$ cat config.mk
export PLATFORM = sky130hd
export DESIGN_NAME = dual_alu
export DESIGN_NICKNAME = d
export VERILOG_FILES = /design/src/rtl/alu_pkg.sv /design/src/rtl/alu_addsub.sv /design/src/rtl/alu_core.sv /design/src/rtl/alu_out_reg.sv /design/src/rtl/dual_alu.sv
export SDC_FILE = /design/constraint.sdc
export NUM_CORES = 1
export LEC_CHECK = 0
export BUFFER_PORTS_ARGS = -buffer_cell sky130_fd_sc_hd__buf_2
export CAP_MARGIN = 20
export CORE_MARGIN = 5
export CORE_UTILIZATION = 52
export CTS_CLUSTER_SIZE = 20
export DETAILED_ROUTE_END_ITERATION = 10
export GPL_ROUTABILITY_DRIVEN = 0
export PLACE_DENSITY = 0.78
export SLEW_MARGIN = 20
export SYNTH_ARGS = -nofsm -noshare
export SYNTH_HDL_FRONTEND = slang
export SYNTH_SLANG_ARGS = --single-unit
$ cat constraint.sdc
create_clock -name clk -period 4.7 [get_ports clk]
set_input_delay 1.41 -clock clk [delete_from_list [all_inputs] [get_ports clk]]
set_output_delay 1.41 -clock clk [all_outputs]
set_load 0.05 [all_outputs]
$ cat src/rtl/alu_pkg.sv
// Package: shared widths, operation codes and flag layout for the
// dual-width add/subtract unit. Assumes flags are ordered {Z,N,H,C}.
package alu_pkg;

    localparam int BYTE_W  = 8;
    localparam int WORD_W  = 16;
    localparam int BYTE_HB = 4;   // half-carry boundary for byte ops
    localparam int WORD_HB = 12;  // half-carry boundary for word ops
    localparam int OP_W    = 3;
    localparam int FLAG_W  = 4;

    typedef enum logic [OP_W-1:0] {
        OP_ADD8  = 3'd0,
        OP_SUB8  = 3'd1,
        OP_ADD16 = 3'd2,
        OP_SUB16 = 3'd3,
        OP_ADDS8 = 3'd4,
        OP_RSV5  = 3'd5,
        OP_RSV6  = 3'd6,
        OP_RSV7  = 3'd7
    } alu_op_e;

    typedef struct packed {
        logic z;
        logic n;
        logic h;
        logic c;
    } alu_flags_t;

endpackage

$ cat src/rtl/alu_addsub.sv
// Module: alu_addsub
// Combinational add or subtract of width W. It reports the carry or
// borrow at a half boundary HB and at the full width, and whether the
// wrapped result is zero.
// Assumes: unsigned operands. In subtract mode, "borrow" means the
// subtrahend's field is larger than the minuend's field.
module alu_addsub #(
    parameter int W  = 8,
    parameter int HB = 4
) (
    input  logic [W-1:0] a,
    input  logic [W-1:0] b,
    input  logic         sub,
    output logic [W-1:0] res,
    output logic         half,
    output logic         carry,
    output logic         zero
);

    localparam int FULL_W = W + 1;
    localparam int PART_W = HB + 1;

    logic [FULL_W-1:0] sum_full;
    logic [PART_W-1:0] sum_part;
    logic [W-1:0]      diff;

    // Form the sum, the low-field sum and the difference in parallel.
    always_comb begin
        sum_full = {1'b0, a} + {1'b0, b};
        sum_part = {1'b0, a[HB-1:0]} + {1'b0, b[HB-1:0]};
        diff     = a - b;
    end

    // Pick the result and the carry or borrow indications for the mode.
    always_comb begin
        if (sub) begin
            res   = diff;
            half  = (b[HB-1:0] > a[HB-1:0]);
            carry = (b > a);
        end else begin
            res   = sum_full[W-1:0];
            half  = sum_part[HB];
            carry = sum_full[W];
        end
    end

    // Detect a zero wrapped result.
    always_comb begin
        zero = (res == '0);
    end

endmodule

$ cat src/rtl/alu_core.sv
// Module: alu_core
// Combinational operation select for the dual-width unit. A byte-wide
// adder serves byte ops and the low-byte flags of the offset add. A
// word-wide adder serves word ops and the offset add's 16-bit sum.
// Assumes: WORD_W > BYTE_W. The upper operand bits are ignored for byte ops.
module alu_core
    import alu_pkg::*;
#(
    parameter int BW  = BYTE_W,
    parameter int WW  = WORD_W,
    parameter int BHB = BYTE_HB,
    parameter int WHB = WORD_HB
) (
    input  alu_op_e     op,
    input  logic [WW-1:0] opa,
    input  logic [WW-1:0] opb,
    input  alu_flags_t  flags_in,
    output logic [WW-1:0] res,
    output alu_flags_t  flags
);

    localparam int EXT_W = WW - BW;

    logic [BW-1:0] b_res;
    logic          b_half, b_carry, b_zero, b_sub;
    logic [WW-1:0] w_res, w_opb;
    logic          w_half, w_carry, w_zero, w_sub;

    // Derive the mode of each adder and the word adder's second operand.
    always_comb begin
        b_sub = (op == OP_SUB8);
        w_sub = (op == OP_SUB16);
        if (op == OP_ADDS8)
            w_opb = {{EXT_W{opb[BW-1]}}, opb[BW-1:0]};
        else
            w_opb = opb;
    end

    alu_addsub #(.W(BW), .HB(BHB)) byte_unit (
        .a     (opa[BW-1:0]),
        .b     (opb[BW-1:0]),
        .sub   (b_sub),
        .res   (b_res),
        .half  (b_half),
        .carry (b_carry),
        .zero  (b_zero)
    );

    alu_addsub #(.W(WW), .HB(WHB)) word_unit (
        .a     (opa),
        .b     (w_opb),
        .sub   (w_sub),
        .res   (w_res),
        .half  (w_half),
        .carry (w_carry),
        .zero  (w_zero)
    );

    // Route the result and flags for the selected operation.
    always_comb begin
        res   = '0;
        flags = flags_in;
        unique case (op)
            OP_ADD8, OP_SUB8: begin
                res   = {{EXT_W{1'b0}}, b_res};
                flags = '{z: b_zero, n: b_sub, h: b_half, c: b_carry};
            end
            OP_ADD16: begin
                res   = w_res;
                flags = '{z: flags_in.z, n: 1'b0, h: w_half, c: w_carry};
            end
            OP_SUB16: begin
                res   = w_res;
                flags = '{z: w_zero, n: 1'b1, h: w_half, c: w_carry};
            end
            OP_ADDS8: begin
                res   = w_res;
                flags = '{z: 1'b0, n: 1'b0, h: b_half, c: b_carry};
            end
            default: begin
                res   = '0;
                flags = flags_in;
            end
        endcase
    end

endmodule

$ cat src/rtl/alu_out_reg.sv
// Module: alu_out_reg
// Capture register for the result and flags. It loads on en, holds
// otherwise and clears on the synchronous active-low reset.
// Assumes: one clock domain.
module alu_out_reg #(
    parameter int DW = 16,
    parameter int FW = 4
) (
    input  logic          clk,
    input  logic          rst_n,
    input  logic          en,
    input  logic [DW-1:0] d_res,
    input  logic [FW-1:0] d_flags,
    output logic [DW-1:0] q_res,
    output logic [FW-1:0] q_flags
);

    // Load, hold or clear the captured result and flags.
    always_ff @(posedge clk) begin
        if (!rst_n) begin
            q_res   <= '0;
            q_flags <= '0;
        end else if (en) begin
            q_res   <= d_res;
            q_flags <= d_flags;
        end
    end

endmodule

$ cat src/rtl/dual_alu.sv
// Module: dual_alu (top)
// Dual-width add/subtract unit with condition flags and a registered
// output stage. Results appear one clock after issue with en high.
// Assumes: flags ordered {Z,N,H,C}, and op codes as in alu_pkg.
module dual_alu
    import alu_pkg::*;
#(
    parameter int BW  = BYTE_W,
    parameter int WW  = WORD_W,
    parameter int BHB = BYTE_HB,
    parameter int WHB = WORD_HB
) (
    input  logic              clk,
    input  logic              rst_n,
    input  logic              en,
    input  logic [OP_W-1:0]   op,
    input  logic [WW-1:0]     opa,
    input  logic [WW-1:0]     opb,
    input  logic [FLAG_W-1:0] flags_in,
    output logic [WW-1:0]     result,
    output logic [FLAG_W-1:0] flags_out
);

    alu_op_e       op_c;
    alu_flags_t    fin_c;
    logic [WW-1:0] core_res;
    alu_flags_t    core_flags;

    // Reinterpret the raw port vectors as package types.
    always_comb begin
        op_c  = alu_op_e'(op);
        fin_c = alu_flags_t'(flags_in);
    end

    alu_core #(.BW(BW), .WW(WW), .BHB(BHB), .WHB(WHB)) core_i (
        .op       (op_c),
        .opa      (opa),
        .opb      (opb),
        .flags_in (fin_c),
        .res      (core_res),
        .flags    (core_flags)
    );

    alu_out_reg #(.DW(WW), .FW(FLAG_W)) oreg_i (
        .clk     (clk),
        .rst_n   (rst_n),
        .en      (en),
        .d_res   (core_res),
        .d_flags (core_flags),
        .q_res   (result),
        .q_flags (flags_out)
    );


    reset_clear_chk: assert property (@(posedge clk)
        !rst_n |=> (result == '0) && (flags_out == '0));


    hold_chk: assert property (@(posedge clk) disable iff (!rst_n)
        !en |=> $stable(result) && $stable(flags_out));


    add8_n_clear_chk: assert property (@(posedge clk) disable iff (!rst_n)
        (en && op_c == OP_ADD8) |=> (flags_out[2] == 1'b0) && (result[WW-1:BW] == '0));


    sub8_borrow_chk: assert property (@(posedge clk) disable iff (!rst_n)
        (en && op_c == OP_SUB8) |=>
            (flags_out[0] == ($past(opb[BW-1:0]) > $past(opa[BW-1:0]))) && flags_out[2]);


    add16_zero_keep_chk: assert property (@(posedge clk) disable iff (!rst_n)
        (en && op_c == OP_ADD16) |=> (flags_out[3] == $past(flags_in[3])) && !flags_out[2]);


    sub16_borrow_chk: assert property (@(posedge clk) disable iff (!rst_n)
        (en && op_c == OP_SUB16) |=>
            (flags_out[0] == ($past(opb) > $past(opa))) && flags_out[2]);


    adds8_zn_clear_chk: assert property (@(posedge clk) disable iff (!rst_n)
        (en && op_c == OP_ADDS8) |=> (flags_out[3:2] == 2'b00));


    spare_pass_chk: assert property (@(posedge clk) disable iff (!rst_n)
        (en && op_c > OP_ADDS8) |=> (result == '0) && (flags_out == $past(flags_in)));

endmodule

==> impl_metrics.tcl, run 1 <==
set metrics [dict create \
    path_depth 16 \
    synthesis.area_per_instance_um2 7.165 \
    dp_hpwl_um 7787 \
    n_fill_cell 617 \
    cts.sink_count 20 \
    syn_to_final_growth_pct 13.71 \
    path_class "in -> reg" \
    layout_worst_path_cycle_share 0.9304 \
    asyncSetResetFlopFracSynth 0 \
    floorplan.die.height_um 90.90 \
    route.detailed.drc 0 \
    top_level_ports 62 \
    worst_ep_arrival_time_ns 4.57 \
    clock_latency_ns 0.26 \
    cts.repair_timing.setup_buffer_count 0 \
    worstSetupEndpointType "flop" \
    setup_viol_count_final 0 \
    max-slew-margin-rel 0.5592 \
    first_global_vias 3471 \
    post_synthesis_cell_count 475 \
    synthDistinctLibCells 63 \
    cts_made_buffers 3 \
    crit_path_start_kind "input port" \
    timing_worst_slew_pin_value_ns 0.6584 \
    cp_max_fo 9 \
    r2r_setup_slk_ns 3.05 \
    clock_tree.root_cell "sky130_fd_sc_hd__clkbuf_8" \
    cts_hold_buf 0 \
    synth.yosys.seq_area_share 0.1176 \
    fin_worst_skew_ns 0 \
    synthTopCellsByArea "sky130_fd_sc_hd__ha_1 17%, sky130_fd_sc_hd__dfxtp_1 12%, sky130_fd_sc_hd__inv_1 5.5%" \
    route.vias.total 3741 \
    cts.path.max_buffers 2 \
    cts-htree-levels 1 \
    final_area_um2 3870 \
    synthFlopType "sky130_fd_sc_hd__dfxtp_1" \
    status "complete, no violations" \
    cap_violations 0 \
    fmax_mhz 228.7 \
    critical_path_required_ns 4.90 \
    crit_chain "buf_2 -> nor2_1 -> nand2_1 -> nor2_1 -> buf_4 -> a21o_1 -> ha_1 -> buf_4 -> or4_1 -> nor3_1 -> o2111ai_1 -> nand3_1 -> mux2i_1 -> o211ai_1 -> a2bb2oi_1 -> nor2_1" \
    diodes 0 \
    rsz_0062_raised_after_global_routing "no" \
    detail_route.iter0.violations 293 \
    worstPathBufferInverterCount 3 \
    antenna_left 0 \
    globalRouteTotalUtil 0.2263 \
    grt_overflow_total 0 \
    worst_path_largest_cell_delay_ns 0.53 \
    multi_input_area_um2 2728 \
    setup-tns-final_ns 0 \
    critical_path.slowest_cell "sky130_fd_sc_hd__or4_1" \
    cpMostUsedCell "sky130_fd_sc_hd__nor2_1" \
    synth_top_cell_area_share 0.1691 \
    synthesis.yosys.warnings 0 \
    power_leakage_nw 1.889 \
    placementRows 29 \
    detail_route.first_pass.iterations 5 \
    num-nets-final 622 \
    worst_hold_path_type "reg -> reg" \
    die_area_um2 8263 \
    initial_utilization 0.5360 \
    wl_per_cell_um 15.96 \
    vdd.ir_drop.worst_uv 247.2 \
    grt_max_degree 23 \
    synthesis.nets 565 \
    synth.largest_area_cell "sky130_fd_sc_hd__ha_1" \
    drive_above_1_share 0.1582 \
    total_power_divided_by_cell_area_nw_per_um2 204.5 \
    cts.reportedPaths.clkPinSlew_ns 0.07 \
    synthTopCellsByCount "50 x sky130_fd_sc_hd__inv_1, 50 x sky130_fd_sc_hd__nor2_1, 46 x sky130_fd_sc_hd__ha_1" \
    ff_latch_area_um2 400.4 \
    synth-edff-count 0 \
    grt_pass1_wl_um 16170 \
    routed_wirelength_um 9706 \
    antenna_found_initial 0 \
    yosys_register_bits 20 \
    timing.final.max_slew_violations 0 \
    port-buffer-count 61 \
    detail_route.vias_per_cell 6.153 \
    reg2reg_depth 6 \
    die_wd_um 90.90 \
    timing.critical_path.max_delay_family "simple AND/OR/NAND/NOR gates" \
    worstHoldPathCells 2 \
    fp.coreArea_um2 6350 \
    hold_viol_final 0 \
    final_util 0.6095 \
    tritoncts "built" \
    fin_crit_ns 4.373 \
    dpl-instance-area_um2 3815 \
    synthesis.area_um2 3403 \
    ctsResizeCount 0 \
]
==> final cells by class <==
type                    count  share of cell area
clock buffers               4             0.01423
inverters                  50             0.04850
multi-input cells         383              0.7048
flip-flops and latches     20              0.1035
well taps                  77             0.02489
repair buffers             74              0.1041
==> registers in the layout, indices dropped and copies added (netlist names) <==
name and count:
oreg_i.q_flags 4, oreg_i.q_res 16
==> cell usage in the layout, fill, tap and decap left out, types with 4 or more instances in the layout <==
cell / netlist / final
sky130_fd_sc_hd__xnor2_1: 14 / 14
sky130_fd_sc_hd__a2bb2oi_1: 4 / 4
sky130_fd_sc_hd__clkbuf_8: 0 / 4
sky130_fd_sc_hd__o21ai_0: 21 / 21
sky130_fd_sc_hd__nand2b_1: 8 / 8
sky130_fd_sc_hd__or3_1: 6 / 6
sky130_fd_sc_hd__buf_4: 0 / 13
sky130_fd_sc_hd__and2_1: 5 / 5
sky130_fd_sc_hd__dfxtp_1: 20 / 20
sky130_fd_sc_hd__nand3_1: 8 / 8
sky130_fd_sc_hd__nand4_1: 6 / 6
sky130_fd_sc_hd__a21o_1: 14 / 14
sky130_fd_sc_hd__nand2_1: 21 / 21
sky130_fd_sc_hd__ha_1: 46 / 46
sky130_fd_sc_hd__o211ai_1: 4 / 4
sky130_fd_sc_hd__nand3b_1: 4 / 4
sky130_fd_sc_hd__nor4_1: 7 / 7
sky130_fd_sc_hd__inv_1: 50 / 50
sky130_fd_sc_hd__a311oi_1: 6 / 6
sky130_fd_sc_hd__a21oi_1: 36 / 36
sky130_fd_sc_hd__o2111ai_1: 5 / 5
sky130_fd_sc_hd__a31oi_1: 6 / 6
sky130_fd_sc_hd__o21a_1: 5 / 5
sky130_fd_sc_hd__xor2_1: 5 / 5
sky130_fd_sc_hd__a211oi_1: 6 / 6
sky130_fd_sc_hd__and3_1: 6 / 6
sky130_fd_sc_hd__buf_2: 4 / 61
sky130_fd_sc_hd__nor2_1: 50 / 50
sky130_fd_sc_hd__nor2b_1: 10 / 10
sky130_fd_sc_hd__mux2i_1: 12 / 12
sky130_fd_sc_hd__o311ai_0: 4 / 4
sky130_fd_sc_hd__nor3_1: 16 / 16
==> per-layer routing <==
layer,routed length [um],GRT usage
met1,4476,0.3079
met4,230,0.08557
met2,4273,0.3692
met3,726,0.02167
met5,0,0
==> worst reg2reg max path, stage by stage (launching register included) <==
cell                        delay (ns)
sky130_fd_sc_hd__dfxtp_1          0.35
sky130_fd_sc_hd__o2bb2ai_1        0.16
sky130_fd_sc_hd__a21oi_1          0.06
sky130_fd_sc_hd__or4_1            0.42
sky130_fd_sc_hd__nor4_1           0.34
sky130_fd_sc_hd__nand4_1          0.14
sky130_fd_sc_hd__o21ai_1          0.12
==> cells by family after synthesis <==
| group | share of synthesized area |
|---|---|
| xor+xnor | 0.04890 |
| mux | 0.03530 |
| fa+ha+maj | 0.1809 |
| compound gates | 0.2956 |
| simple gates | 0.2408 |
| flops | 0.1176 |
| buf+inv | 0.08088 |
==> final timing paths <==
path,start,endpoint
max,op[0],oreg_i.q_res[15]
min,oreg_i.q_res[7],oreg_i.q_res[7]
max reg2reg,oreg_i.q_flags[3],oreg_i.q_flags[3]
min reg2reg,oreg_i.q_res[7],oreg_i.q_res[7]
==> power by group <==
part	switching, W	internal (W)
registers	0.00000584	0.000181
clock network	0.0000553	0.0000746
logic	0.000295	0.000179
total	0.000356	0.000435
==> through the flow <==
stage               power (W)  std cells  hold WS, ns  setup WS [ns]
CTS                 0.0007845        608       0.4815         0.3910
global placement    0.0006464        604       0.4519         0.2785
detailed placement  0.0006544        604       0.4722         0.1176
floorplan           0.0005332        475       0.6859         0.2017
global route        0.0008456        608       0.5029         0.1110
finish              0.0007912        608       0.4849         0.3271
(Power assumes the default switching activity.)
==> run 2: changes to the inputs <==
--- a/config.mk
+++ b/config.mk
@@ -6,7 +6,7 @@
 export NUM_CORES = 1
 export LEC_CHECK = 0
 export BUFFER_PORTS_ARGS = -buffer_cell sky130_fd_sc_hd__buf_2
-export CAP_MARGIN = 20
+export CORE_ASPECT_RATIO = 1.75
 export CORE_MARGIN = 5
 export CORE_UTILIZATION = 52
 export CTS_CLUSTER_SIZE = 20
==> constraint.sdc (replaced) <==
create_clock -name clk -period 4.7 [get_ports clk]
set_input_delay 0.235 -clock clk [delete_from_list [all_inputs] [get_ports clk]]
set_output_delay 0.235 -clock clk [all_outputs]
set_load 0.05 [all_outputs]
==> impl_metrics.tcl, run 2 (synthesis results as in run 1) <==
set metrics [dict create \
    status "complete, no violations" \
    rsz_0062_raised_after_global_routing "no" \
    die_wd_um 71.16 \
    globalRouteTotalUtil 0.2455 \
    grt_max_degree 24 \
    cts.sink_count 20 \
    setup_viol_count_final 0 \
    worst_hold_path_type "in -> reg" \
    timing.final.max_slew_violations 0 \
    layout_worst_path_cycle_share 0.7749 \
    syn_to_final_growth_pct 12.94 \
    antenna_found_initial 0 \
    crit_chain "buf_2 -> nor2_1 -> nand2_1 -> nor2_1 -> a21o_1 -> ha_1 -> nor2b_1 -> or2_1 -> or4b_4 -> and3_1 -> or3_1 -> a31oi_1 -> a2bb2oi_1 -> nor2_1" \
    critical_path.slowest_cell "sky130_fd_sc_hd__or4b_4" \
    clock_latency_ns 0.25 \
    top_register "oreg_i.q_res" \
    detail_route.first_pass.iterations 5 \
    route.vias.total 3828 \
    fin_worst_skew_ns 0 \
    drive_above_1_share 0.1404 \
    placementRows 39 \
    power_leakage_nw 1.858 \
    mostFrequentLayoutCell "sky130_fd_sc_hd__buf_2" \
    diodes 0 \
    setup-tns-final_ns 0 \
    crit_path_start_kind "input port" \
    fp.coreArea_um2 6441 \
    cpMostUsedCell "sky130_fd_sc_hd__nor2_1" \
    worst_path_largest_cell_delay_ns 0.54 \
    placedCellCount 598 \
    top_level_ports 62 \
    max-slew-margin-rel 0.4100 \
    fin_ws_ns 1.058 \
    clock_tree.root_cell "sky130_fd_sc_hd__clkbuf_16" \
    hold_viol_final 0 \
    worstPathBufferInverterCount 1 \
    die_area_um2 8327 \
    port-buffer-count 61 \
    fin_crit_ns 3.642 \
    cts-htree-levels 1 \
    preCtsSetupSlack_ns 0.8326 \
    grt_overflow_total 0 \
    reg.largest.list "oreg_i.q_res: 16 flops, oreg_i.q_flags: 4 flops" \
    timing.critical_path.max_delay_family "simple AND/OR/NAND/NOR gates" \
    tritoncts "built" \
    grt_pass1_wl_um 16740 \
    cts.repair_timing.setup_buffer_count 0 \
    largest_register_ff_count 16 \
    worst_ep_arrival_time_ns 3.77 \
    cts_hold_buf 0 \
    floorplan.die.height_um 117.0 \
    finish.cell_count_without_fillers 602 \
    final_util 0.5967 \
    critical_path_required_ns 4.83 \
    cp_max_fo 16 \
    route.detailed.drc 0 \
    worstSetupEndpointType "flop" \
    detail_route.iter0.violations 332 \
    timing_worst_slew_pin_value_ns 0.8802 \
    num-nets-final 611 \
    detail_route.vias_per_cell 6.359 \
    initial_utilization 0.5284 \
    fmax_mhz 274.6 \
    vdd.ir_drop.worst_uv 139.6 \
    first_global_vias 3645 \
    cts_made_buffers 3 \
    total_power_divided_by_cell_area_nw_per_um2 232.6 \
    ctsResizeCount 0 \
    antenna_left 0 \
    wl_per_cell_um 17.52 \
    path_class "in -> reg" \
    most-common-layout-cells "61 x sky130_fd_sc_hd__buf_2, 50 x sky130_fd_sc_hd__inv_1, 50 x sky130_fd_sc_hd__nor2_1" \
    cts.path.max_buffers 2 \
    cts.reportedPaths.clkPinSlew_ns 0.06 \
    cap_violations 0 \
    routed_wirelength_um 10550 \
    dp_hpwl_um 8440 \
]
[run 2: changes by cell type in the layout (fill, tap and decap cells not counted), sizes merged]
cell,delta
buf,-11
bufinv,+1
clkbuf,-1
[run 2: worst paths after layout]
kind / from / endpoint / slack [ns] / depth (start not counted)
worst min register to register: oreg_i.q_res[7] / oreg_i.q_res[7] / 0.47 / 2
worst max register to register: oreg_i.q_flags[3] / oreg_i.q_flags[3] / 3.04 / 6
worst min-delay path: flags_in[1] / oreg_i.q_flags[1] / 0.25 / 2
worst max-delay path: op[0] / oreg_i.q_res[14] / 1.06 / 14
[run 2: area by class of cell]
cell class | instances | area [um^2]
multi-input cells | 383 | 2728
fillers | 658 | 2597
flip-flops and latches | 20 | 400.4
repair buffers | 63 | 320.3
inverters | 50 | 187.7
well taps | 82 | 102.6
clock buffers | 3 | 75.07
clock inverters | 1 | 30.03
[run 2: worst reg2reg max path: cells and delay by family (launching register included)]
kind | cells | cell delay [ns]
and+or+nand+nor | 3 | 0.91
AOI/OAI and AO/OA | 3 | 0.35
DFF | 1 | 0.33
[run 2: routing by layer]
layer,vias up,track usage,share of wire,wire length [um]
li1,1810,-,-,-
met1,1779,0.2539,0.36,3792
met4,0,0.1593,0.068,712
met3,52,0.01795,0.055,575
met5,-,0,0,0
met2,187,0.4656,0.52,5468
[run 2: per-stage QoR]
| stage | area, um^2 | total power, W | hold slack (ns) |
|---|---|---|---|
| after detailed placement | 3739 | 0.0006539 | 0.4711 |
| final | 3844 | 0.0008942 | 0.2540 |
| after global routing | 3844 | 0.0009435 | 0.2724 |
| after floorplan | 3403 | 0.0005332 | 0.3567 |
| after CTS | 3844 | 0.0008859 | 0.2592 |
| after global placement | 3739 | 0.0006452 | 0.4576 |
[run 2: power by group]
group | switching (W) | internal, W | total (W)
Clock | 0.0000625 | 0.000169 | 0.000231
Sequential | 0.00000605 | 0.000182 | 0.000188
Combinational | 0.000304 | 0.000171 | 0.000475
Total | 0.000373 | 0.000522 | 0.000894
